File: src/rtl/dtb_pkg.sv
package dtb_pkg;
  typedef struct packed {
    logic adv1;
    logic adv2;
  } dtbStrobe_t;
endpackage

File: src/rtl/dtb_ctrl.sv
module dtb_ctrl
  import dtb_pkg::*;
#(
  parameter int SEL_W    = 2,
  parameter int SLOW_DIV = 32,
  parameter int FAST_DIV = 4,
  parameter int HALF_DIV = 2,
  parameter int INT2_DIV = 8
) (
  input  logic             clk,
  input  logic             rstN,
  input  logic             halt,
  input  logic             halfRate,
  input  logic             fineSel,
  input  logic [SEL_W-1:0] scale1,
  input  logic             srcInt2,
  input  logic [SEL_W-1:0] scale2,
  input  logic             extClk,
  output dtbStrobe_t       strobe
);
  localparam int PRE1_W = $clog2(SLOW_DIV);
  localparam int PRE2_W = $clog2(INT2_DIV);
  localparam int PS_W   = (1 << SEL_W) - 1;

  // ---------------- first timebase chain ----------------
  logic             shHalf, shFine;
  logic [SEL_W-1:0] shScale1;
  logic [PRE1_W-1:0] preCnt1, preLim1;
  logic [PS_W-1:0]   psCnt1, psLim1;
  logic pre1Term, ps1Term, adv1;

  always_comb begin
    if (shHalf)      preLim1 = PRE1_W'(HALF_DIV - 1);
    else if (shFine) preLim1 = PRE1_W'(FAST_DIV - 1);
    else             preLim1 = PRE1_W'(SLOW_DIV - 1);
    psLim1 = shHalf ? '0 : PS_W'((1 << shScale1) - 1);
  end

  assign pre1Term = (preCnt1 == preLim1);
  assign ps1Term  = (psCnt1 == psLim1);
  assign adv1     = !halt && pre1Term && ps1Term;

  always_ff @(posedge clk or negedge rstN) begin
    if (!rstN) begin
      preCnt1  <= '0;
      psCnt1   <= '0;
      shHalf   <= 1'b0;
      shFine   <= 1'b0;
      shScale1 <= '0;
    end else begin
      if (!halt) begin
        if (pre1Term) begin
          preCnt1 <= '0;
          psCnt1  <= ps1Term ? '0 : psCnt1 + 1'b1;
        end else begin
          preCnt1 <= preCnt1 + 1'b1;
        end
      end
      if (adv1) begin
        shHalf   <= halfRate;
        shFine   <= fineSel;
        shScale1 <= scale1;
      end
    end
  end

  // ---------------- second timebase chain ----------------
  logic extMeta, extSync, extPrev, extRise;
  logic             shInt2;
  logic [SEL_W-1:0] shScale2;
  logic [PRE2_W-1:0] preCnt2;
  logic [PS_W-1:0]   psCnt2, psLim2;
  logic pre2Term, ps2Term, adv2;

  always_ff @(posedge clk or negedge rstN) begin
    if (!rstN) begin
      extMeta <= 1'b0;
      extSync <= 1'b0;
      extPrev <= 1'b0;
    end else begin
      extMeta <= extClk;
      extSync <= extMeta;
      extPrev <= extSync;
    end
  end

  assign extRise  = extSync && !extPrev;
  assign psLim2   = PS_W'((1 << shScale2) - 1);
  assign pre2Term = shInt2 ? (preCnt2 == PRE2_W'(INT2_DIV - 1)) : extRise;
  assign ps2Term  = (psCnt2 == psLim2);
  assign adv2     = !halt && pre2Term && ps2Term;

  always_ff @(posedge clk or negedge rstN) begin
    if (!rstN) begin
      preCnt2  <= '0;
      psCnt2   <= '0;
      shInt2   <= 1'b0;
      shScale2 <= '0;
    end else begin
      if (!halt) begin
        if (shInt2) preCnt2 <= pre2Term ? '0 : preCnt2 + 1'b1;
        if (pre2Term) psCnt2 <= ps2Term ? '0 : psCnt2 + 1'b1;
      end
      if (adv2) begin
        shInt2   <= srcInt2;
        shScale2 <= scale2;
      end
    end
  end

  assign strobe.adv1 = adv1;
  assign strobe.adv2 = adv2;

  // ---------------- assertions ----------------
  assert_half_gap_R2: assert property (@(posedge clk) disable iff (!rstN)
    (adv1 && halfRate) |=> !strobe.adv1);

  assert_shadow1_hold_R8: assert property (@(posedge clk) disable iff (!rstN)
    !strobe.adv1 |=> ($stable(shScale1) && $stable(shHalf) && $stable(shFine)));

  assert_shadow2_hold_R8: assert property (@(posedge clk) disable iff (!rstN)
    !strobe.adv2 |=> ($stable(shScale2) && $stable(shInt2)));

  assert_rise_single_R6: assert property (@(posedge clk) disable iff (!rstN)
    extRise |=> !extRise);
endmodule

File: src/rtl/dtb_datapath.sv
module dtb_datapath
  import dtb_pkg::*;
#(
  parameter int CNT_W = 16
) (
  input  logic             clk,
  input  logic             rstN,
  input  dtbStrobe_t       strobe,
  output logic [CNT_W-1:0] base1,
  output logic [CNT_W-1:0] base2,
  output logic             tick1,
  output logic             tick2
);
  always_ff @(posedge clk or negedge rstN) begin
    if (!rstN) begin
      base1 <= '0;
      base2 <= '0;
      tick1 <= 1'b0;
      tick2 <= 1'b0;
    end else begin
      tick1 <= strobe.adv1;
      tick2 <= strobe.adv2;
      if (strobe.adv1) base1 <= base1 + 1'b1;
      if (strobe.adv2) base2 <= base2 + 1'b1;
    end
  end

  assert_step1_R9: assert property (@(posedge clk) disable iff (!rstN)
    tick1 |-> (base1 == CNT_W'($past(base1) + 1'b1)));

  assert_hold1_R9: assert property (@(posedge clk) disable iff (!rstN)
    !tick1 |-> (base1 == $past(base1)));

  assert_step2_R9: assert property (@(posedge clk) disable iff (!rstN)
    tick2 |-> (base2 == CNT_W'($past(base2) + 1'b1)));

  assert_hold2_R9: assert property (@(posedge clk) disable iff (!rstN)
    !tick2 |-> (base2 == $past(base2)));

  assert_wrap1_R10: assert property (@(posedge clk) disable iff (!rstN)
    (tick1 && ($past(base1) == '1)) |-> (base1 == '0));
endmodule

File: src/rtl/dual_timebase.sv
module dual_timebase
  import dtb_pkg::*;
#(
  parameter int CNT_W    = 16,
  parameter int SEL_W    = 2,
  parameter int SLOW_DIV = 32,
  parameter int FAST_DIV = 4,
  parameter int HALF_DIV = 2,
  parameter int INT2_DIV = 8
) (
  input  logic             clk,
  input  logic             rstN,
  input  logic             halt,
  input  logic             halfRate,
  input  logic             fineSel,
  input  logic [SEL_W-1:0] scale1,
  input  logic             srcInt2,
  input  logic [SEL_W-1:0] scale2,
  input  logic             extClk,
  output logic [CNT_W-1:0] base1,
  output logic [CNT_W-1:0] base2,
  output logic             tick1,
  output logic             tick2
);
  dtbStrobe_t strobe;

  dtb_ctrl #(
    .SEL_W(SEL_W), .SLOW_DIV(SLOW_DIV), .FAST_DIV(FAST_DIV),
    .HALF_DIV(HALF_DIV), .INT2_DIV(INT2_DIV)
  ) u_ctrl (
    .clk(clk), .rstN(rstN), .halt(halt), .halfRate(halfRate),
    .fineSel(fineSel), .scale1(scale1), .srcInt2(srcInt2),
    .scale2(scale2), .extClk(extClk), .strobe(strobe)
  );

  dtb_datapath #(.CNT_W(CNT_W)) u_dp (
    .clk(clk), .rstN(rstN), .strobe(strobe),
    .base1(base1), .base2(base2), .tick1(tick1), .tick2(tick2)
  );

  assert_freeze_R7: assert property (@(posedge clk) disable iff (!rstN)
    $past(halt) |-> (!tick1 && !tick2));
endmodule

File: config.mk
export PLATFORM = sky130hd
export DESIGN_NAME = dual_timebase
export DESIGN_NICKNAME = d
export VERILOG_FILES = /design/src/rtl/dtb_pkg.sv /design/src/rtl/dtb_ctrl.sv /design/src/rtl/dtb_datapath.sv /design/src/rtl/dual_timebase.sv
export SDC_FILE = /design/constraint.sdc
export NUM_CORES = 1
export LEC_CHECK = 0
export BUFFER_PORTS_ARGS = -buffer_cell sky130_fd_sc_hd__buf_2
export CAP_MARGIN = 20
export CORE_ASPECT_RATIO = 0.9
export CORE_MARGIN = 8
export CORE_UTILIZATION = 45
export CTS_BUF_LIST = sky130_fd_sc_hd__clkbuf_16
export DETAILED_ROUTE_END_ITERATION = 16
export GPL_ROUTABILITY_DRIVEN = 0
export GPL_TIMING_DRIVEN = 0
export PLACE_DENSITY = 0.68
export SLEW_MARGIN = 20
export SYNTH_ARGS = -nofsm -noshare
export SYNTH_HDL_FRONTEND = slang
export SYNTH_SLANG_ARGS = --single-unit
File: constraint.sdc
create_clock -name clk -period 2.5 [get_ports clk]
set_input_delay 0.5 -clock clk [delete_from_list [all_inputs] [get_ports clk]]
set_output_delay 0.5 -clock clk [all_outputs]
set_load 0.01 [all_outputs]
Word-level counts from Yosys, hierarchy flattened
Cells that the tools add are included.

Add/subtract/negate cells: 8. $mul: 0. Div/mod/pow operators: 0. $lt $le $gt $ge: 0. Equality and inequality tests: 4. Shift-type cells: 2. Mux-type cells: 8. Bitwise gates (word level): 1. Reduce and logical (&&, ||, !) cells: 10.

Operators with widths (number): $add 16x1->16 const B (2); $mux 5 (3); $mux 3 (4); $add 3x1->3 const B (3); $eq 3x3->1 (2); $reduce_and 2->1 (3); $shl 1x2->3 const A (2); $sub 3x2->3 const B (2); $add 5x1->5 const B (1); $eq 5x5->1 (1); $logic_and 1x1->1 (5); $eq 3x3->1 const B (1); $logic_not 1->1 (2); $mux 1 (1); $not 1->1 (1).

Register bits after elaboration: 58. Latch bits: 0. RAM bits: 0. Memory bits (read-only): 0. Output and inout bits: 34. Word-level logic and storage cells: 49. Memories: 0.

Logic depth before layout (Yosys ltp)
Depth in word-level cells: 5. Mapped depth: 8.

Cells and area by module
Synthesis repeated with hierarchy kept, for this count alone.

Cell total of the unflattened synthesis: 228. Area total of the unflattened synthesis: 2668.8 µm².

By module, submodules not included: dtb_datapath (times used 1, cells each 115, area each 1437.6 µm², sequential area each 850.8 µm²); dtb_ctrl (times used 1, cells each 113, area each 1231.2 µm², sequential area each 600.6 µm²).

Worst setup path before layout
OpenSTA, ideal clock, no wires.

Kind: register to register. From: reg u_ctrl.psCnt2[0]. To: reg u_ctrl.shInt2. Setup time: 125 ps. Arrival: 1867 ps. Slack: 508 ps. Stages on the path, launching flop included: 6. Buffers on the path: 1. Period minus slack after synthesis: 1992 ps. Path through: dfrtp_1 > or2_2 > a2111oi_1 > o21a_1 > buf_2 > mux2_2.

Cells in the longest elaborated chain, start to end: 2.

Ends and longest elaborated chain: from (decl) (RTL line dtb_ctrl.sv:72) `logic [PS_W-1:0] psCnt2, psLim2;`; from (signal assigned) (RTL line dtb_ctrl.sv:102) `if (pre2Term) psCnt2 <= ps2Term ? '0 : psCnt2 + 1'b1;`; $eq 3x3->1 (RTL line dtb_ctrl.sv:90) `assign ps2Term = (psCnt2 == psLim2);`; $logic_and 1x1->1 (RTL line dtb_ctrl.sv:91) `assign adv2 = !halt && pre2Term && ps2Term;`; to (signal assigned) (RTL line dtb_ctrl.sv:105) `shInt2 <= srcInt2;`; to (decl) (RTL line dtb_ctrl.sv:69) `logic shInt2;`.

Every way passes these cells. A chain may end at the register's enable or synchronous reset.

Final worst setup path
From: reg u_ctrl.shScale2[0]. To: reg u_ctrl.shScale2[1].

Cells in the longest elaborated chain, start to end: 4.

Ends and longest elaborated chain: from (decl) (RTL line dtb_ctrl.sv:70) `logic [SEL_W-1:0] shScale2;`; from (signal assigned) (RTL line dtb_ctrl.sv:106) `shScale2 <= scale2;`; $shl 1x2->3 (RTL line dtb_ctrl.sv:88) `assign psLim2 = PS_W'((1 << shScale2) - 1);`; $sub 3x2->3 (RTL line dtb_ctrl.sv:88); $eq 3x3->1 (RTL line dtb_ctrl.sv:90); $logic_and 1x1->1 (RTL line dtb_ctrl.sv:91).

Every way passes these cells.

==> metrics.md <==
| Metric | Value |
|---|---|
| Dpl hpwl | `~3600 um` |
| Fin cells | `360` |
| Fraction of the yosys area taken by sequential cells | `0.5395` |
| Die Area | `between 8000 and 9000 sq um` |
| Diodes inserted | `0` |
| CTS Buf Count | `9` |
| Number of fill cells | `489` |
| Basic-gate share of the synthesized area counting and, or, nand and nor cells | `0.1772` |
| Post-CTS setup repair buffer count | `0` |
| Post-layout min period | `~2200 ps` |
| Leading cell types in the layout, fill and taps excluded | `58 x dfrtp_1, 45 x buf_2, 22 x xnor2_1` |
| Hold_ws | `roughly 230 ps` |
| Share of the synthesized area in compound gates (AO/OA/AOI/OAI) | `0.06465` |
| Detail Route Antenna Nets | `0` |
| Slew @ Worst Pin | `717.1 ps` |
| Root cell of the clock tree | `clkbuf_16` |
| Number of unique standard cell types used by synthesis | `42` |
| Worst slew slack as a fraction of its limit | `0.5219` |
| Unrepaired setup endpoints after global routing | `no` |
| Crit start category | `flip-flop` |
| CTS hold repair buffers | `0` |
| Final setup fails | `0` |
| Final nets | `just over 300` |
| Placed insts | `344` |
| Vias | `1,859` |
| Final Hold Viols | `0` |
| Count of buffers from port buffering | `between 40 and 50` |
| CTS tree | `yes` |
| Maximum clock frequency | `457.8 MHz` |
| Maximum capacitance violations | `0` |
| Combinational family with the most area after synthesis | `simple AND/OR/NAND/NOR gates` |
| Core Util, Final | `0.5813` |
| Initial cell density of the core | `0.4698` |
| Post-Synth XOR/XNOR Area | `0.1172` |
| Asr flop ratio synth | `1.000` |
| Core area | `5725 sq um` |
| Proportion of synthesized area in mux cells | `0.04930` |
| Number of sinks handled by clock tree synthesis | `58` |
| Flip-flop cell with the highest count after synthesis | `dfrtp_1` |
| Arrival @ worst endpoint | `2390 ps` |
| Cell leakage power | `around 1.7 nW` |
| First-pass GRT wire length | `between 8000 and 9000 um` |
| Area of the mapped netlist | `2690 sq um` |
| Post_cts resized | `0` |
| Total negative setup slack | `0 ps` |
| Class of the tightest hold or removal check | `in -> async` |
| Pin count of the biggest net entering global routing | `a little under 60` |
| Remaining global-route overflow | `0` |
| Total Wirelength | `between 5000 and 6000 um` |
| Post-place instance area | `approximately 3000 sq um` |
| Drt drc | `0` |
| Overall die width | `about 100 um` |
| Clk pin slew, worst setup/hold paths | `about 50 ps` |
| Total count of max-transition violations in the final report | `0` |
| Leading cell type in the layout, fill and taps excluded | `dfrtp_1` |
| Via count of the first global-routing pass | `approximately 2,000` |
| Adder and majority gate portion of the synthesized area | `0.03256` |
| Status | `finished, final reports clean` |
| Post-Route Skew | `about 6.0 ps` |
| Height of the die | `just under 90 um` |
| Crit-path max FO | `10` |
| Synthesized flop and latch total | `58` |
| Startpoint-to-endpoint class of the critical path | `reg -> reg` |
| Multi-input logic area | `between 1000 and 1500 sq um` |
| Data required, critical path | `2700 ps` |
| Clock buffer depth | `2` |
| Peak supply drop | `0.5136 mV` |
| Layout overhead on the synthesized area | `23.72%` |
| Placement row count | `26` |
| First drt pass iteration count | `4` |
| Storage cell area | `~1500 sq um` |
| Critical path capture point type | `flip-flop` |
| Share of cells above drive strength 1 | `0.2690` |
| Mean routed wirelength per cell | `13.94 um` |
| Part of the cycle the worst path needs | `0.8738` |
| Gr usage total | `0.1264` |
| EDFF count, synth | `0` |
| Syn. warnings | `0` |
| Number of design-rule violations left by the first detailed-router iteration | `59` |
| Number of antenna violations at the first check in global routing | `0` |
| Deepest level of the CTS H-tree | `3` |
| Per-cell via count in the routed design | `approximately 5.2` |
| Instance count of the mapped netlist | `around 230` |
| PD cells | `963.9 nW/um^2` |
| Boundary Pins | `45` |
| Post-Synthesis Net Count | `about 250` |
| Skew-Pair Late Insertion Delay | `approximately 320 ps` |
| Post-route cell area | `between 3000 and 4000 sq um` |
| Synthesized area per cell | `~12 sq um` |
==> Yosys cell counts (5+ instances only) <==
| cell type | instances | share of area |
|---|---|---|
| dfrtp_1 | 58 | 0.54 |
| xnor2_1 | 22 | 0.072 |
| nand3_1 | 17 | 0.032 |
| xor2_1 | 14 | 0.046 |
| nor2_1 | 13 | 0.018 |
| nand2_1 | 12 | 0.017 |
| mux2_2 | 10 | 0.042 |
| nor3_1 | 9 | 0.017 |
| and3_1 | 8 | 0.019 |
| ha_1 | 7 | 0.033 |
| inv_1 | 7 | 0.0098 |
| nand4_1 | 7 | 0.016 |
| o21ai_0 | 5 | 0.0093 |
==> path summary, 6_finish.rpt <==
| kind | endpoint | depth (start not counted) | slack [ps] | start |
|---|---|---|---|---|
| min in group clk | u_ctrl.extMeta$_DFF_PN0_ | 1 | 290 | extClk |
| max in group asynchronous | u_ctrl.psCnt2[2]$_DFFE_PN0P_ | 1 | 1780 | rstN |
| hold / removal | u_dp.base1[10]$_DFFE_PN0P_ | 1 | 230 | rstN |
| setup reg to reg | u_ctrl.shScale2[1]$_DFFE_PN0P_ | 5 | 320 | u_ctrl.shScale2[0]$_DFFE_PN0P_ |
| hold reg to reg | u_ctrl.extSync$_DFF_PN0_ | 0 | 350 | u_ctrl.extMeta$_DFF_PN0_ |
| setup / recovery | u_ctrl.shScale2[1]$_DFFE_PN0P_ | 5 | 320 | u_ctrl.shScale2[0]$_DFFE_PN0P_ |
==> layout make-up <==
class / instances / share of cell area
Buffer: 6 / 0.007895
Clock buffer: 9 / 0.06767
Clock inverter: 7 / 0.03233
Inverter: 7 / 0.007895
Multi-Input combinational cell: 160 / 0.3564
Sequential cell: 58 / 0.4361
Tap cell: 70 / 0.02632
Timing Repair Buffer: 43 / 0.06541
==> flip-flops by register name, summed over array words and instances, names as in the netlist, 2 cells and up <==
register         flops
u_dp.base1          16
u_dp.base2          16
u_ctrl.preCnt1       5
u_ctrl.preCnt2       3
u_ctrl.psCnt1        3
u_ctrl.psCnt2        3
u_ctrl.shScale1      2
u_ctrl.shScale2      2
==> through the flow <==
stage / setup WS [ps] / power (mW)
floorplan: 508.1 / 1.705
global placement: 337.1 / 1.845
detailed placement: 316.0 / 1.879
CTS: 313.2 / 3.252
global route: 54.26 / 3.404
finish: 315.5 / 3.208
==> report_power, final <==
group,internal (mW),switching (mW),leakage (nW)
sequential,1.11,0.182,0.751
clock,0.960,0.394,0.164
combinational,0.288,0.277,0.756
total,2.35,0.853,1.67
==> layer usage <==
metal,global-route usage,wire length (um),up-vias
met5,0,0,-
met4,0.08242,114,0
met3,0.01855,66,10
met2,0.2129,2416,23
met1,0.1503,2422,895
li1,-,-,931
==> critical path, stage by stage (launching register included) <==
cell	delay, ps
dfrtp_1	420
or2_2	310
a2111oi_1	530
o21a_1	220
buf_2	230
mux2_2	360
==> cell families (layout without fill, tap and decap cells) <==
logic type                 count (synthesis)  after routing
DFF                                       58             58
buffers and inverters                     13             72
muxes                                     12             12
adders and majority gates                  7              7
AOI/OAI and AO/OA                         18             18
xor gates and xnor gates                  36             36
and+or+nand+nor                           87             87
No activity file was read; power rests on OpenSTA's default activity.
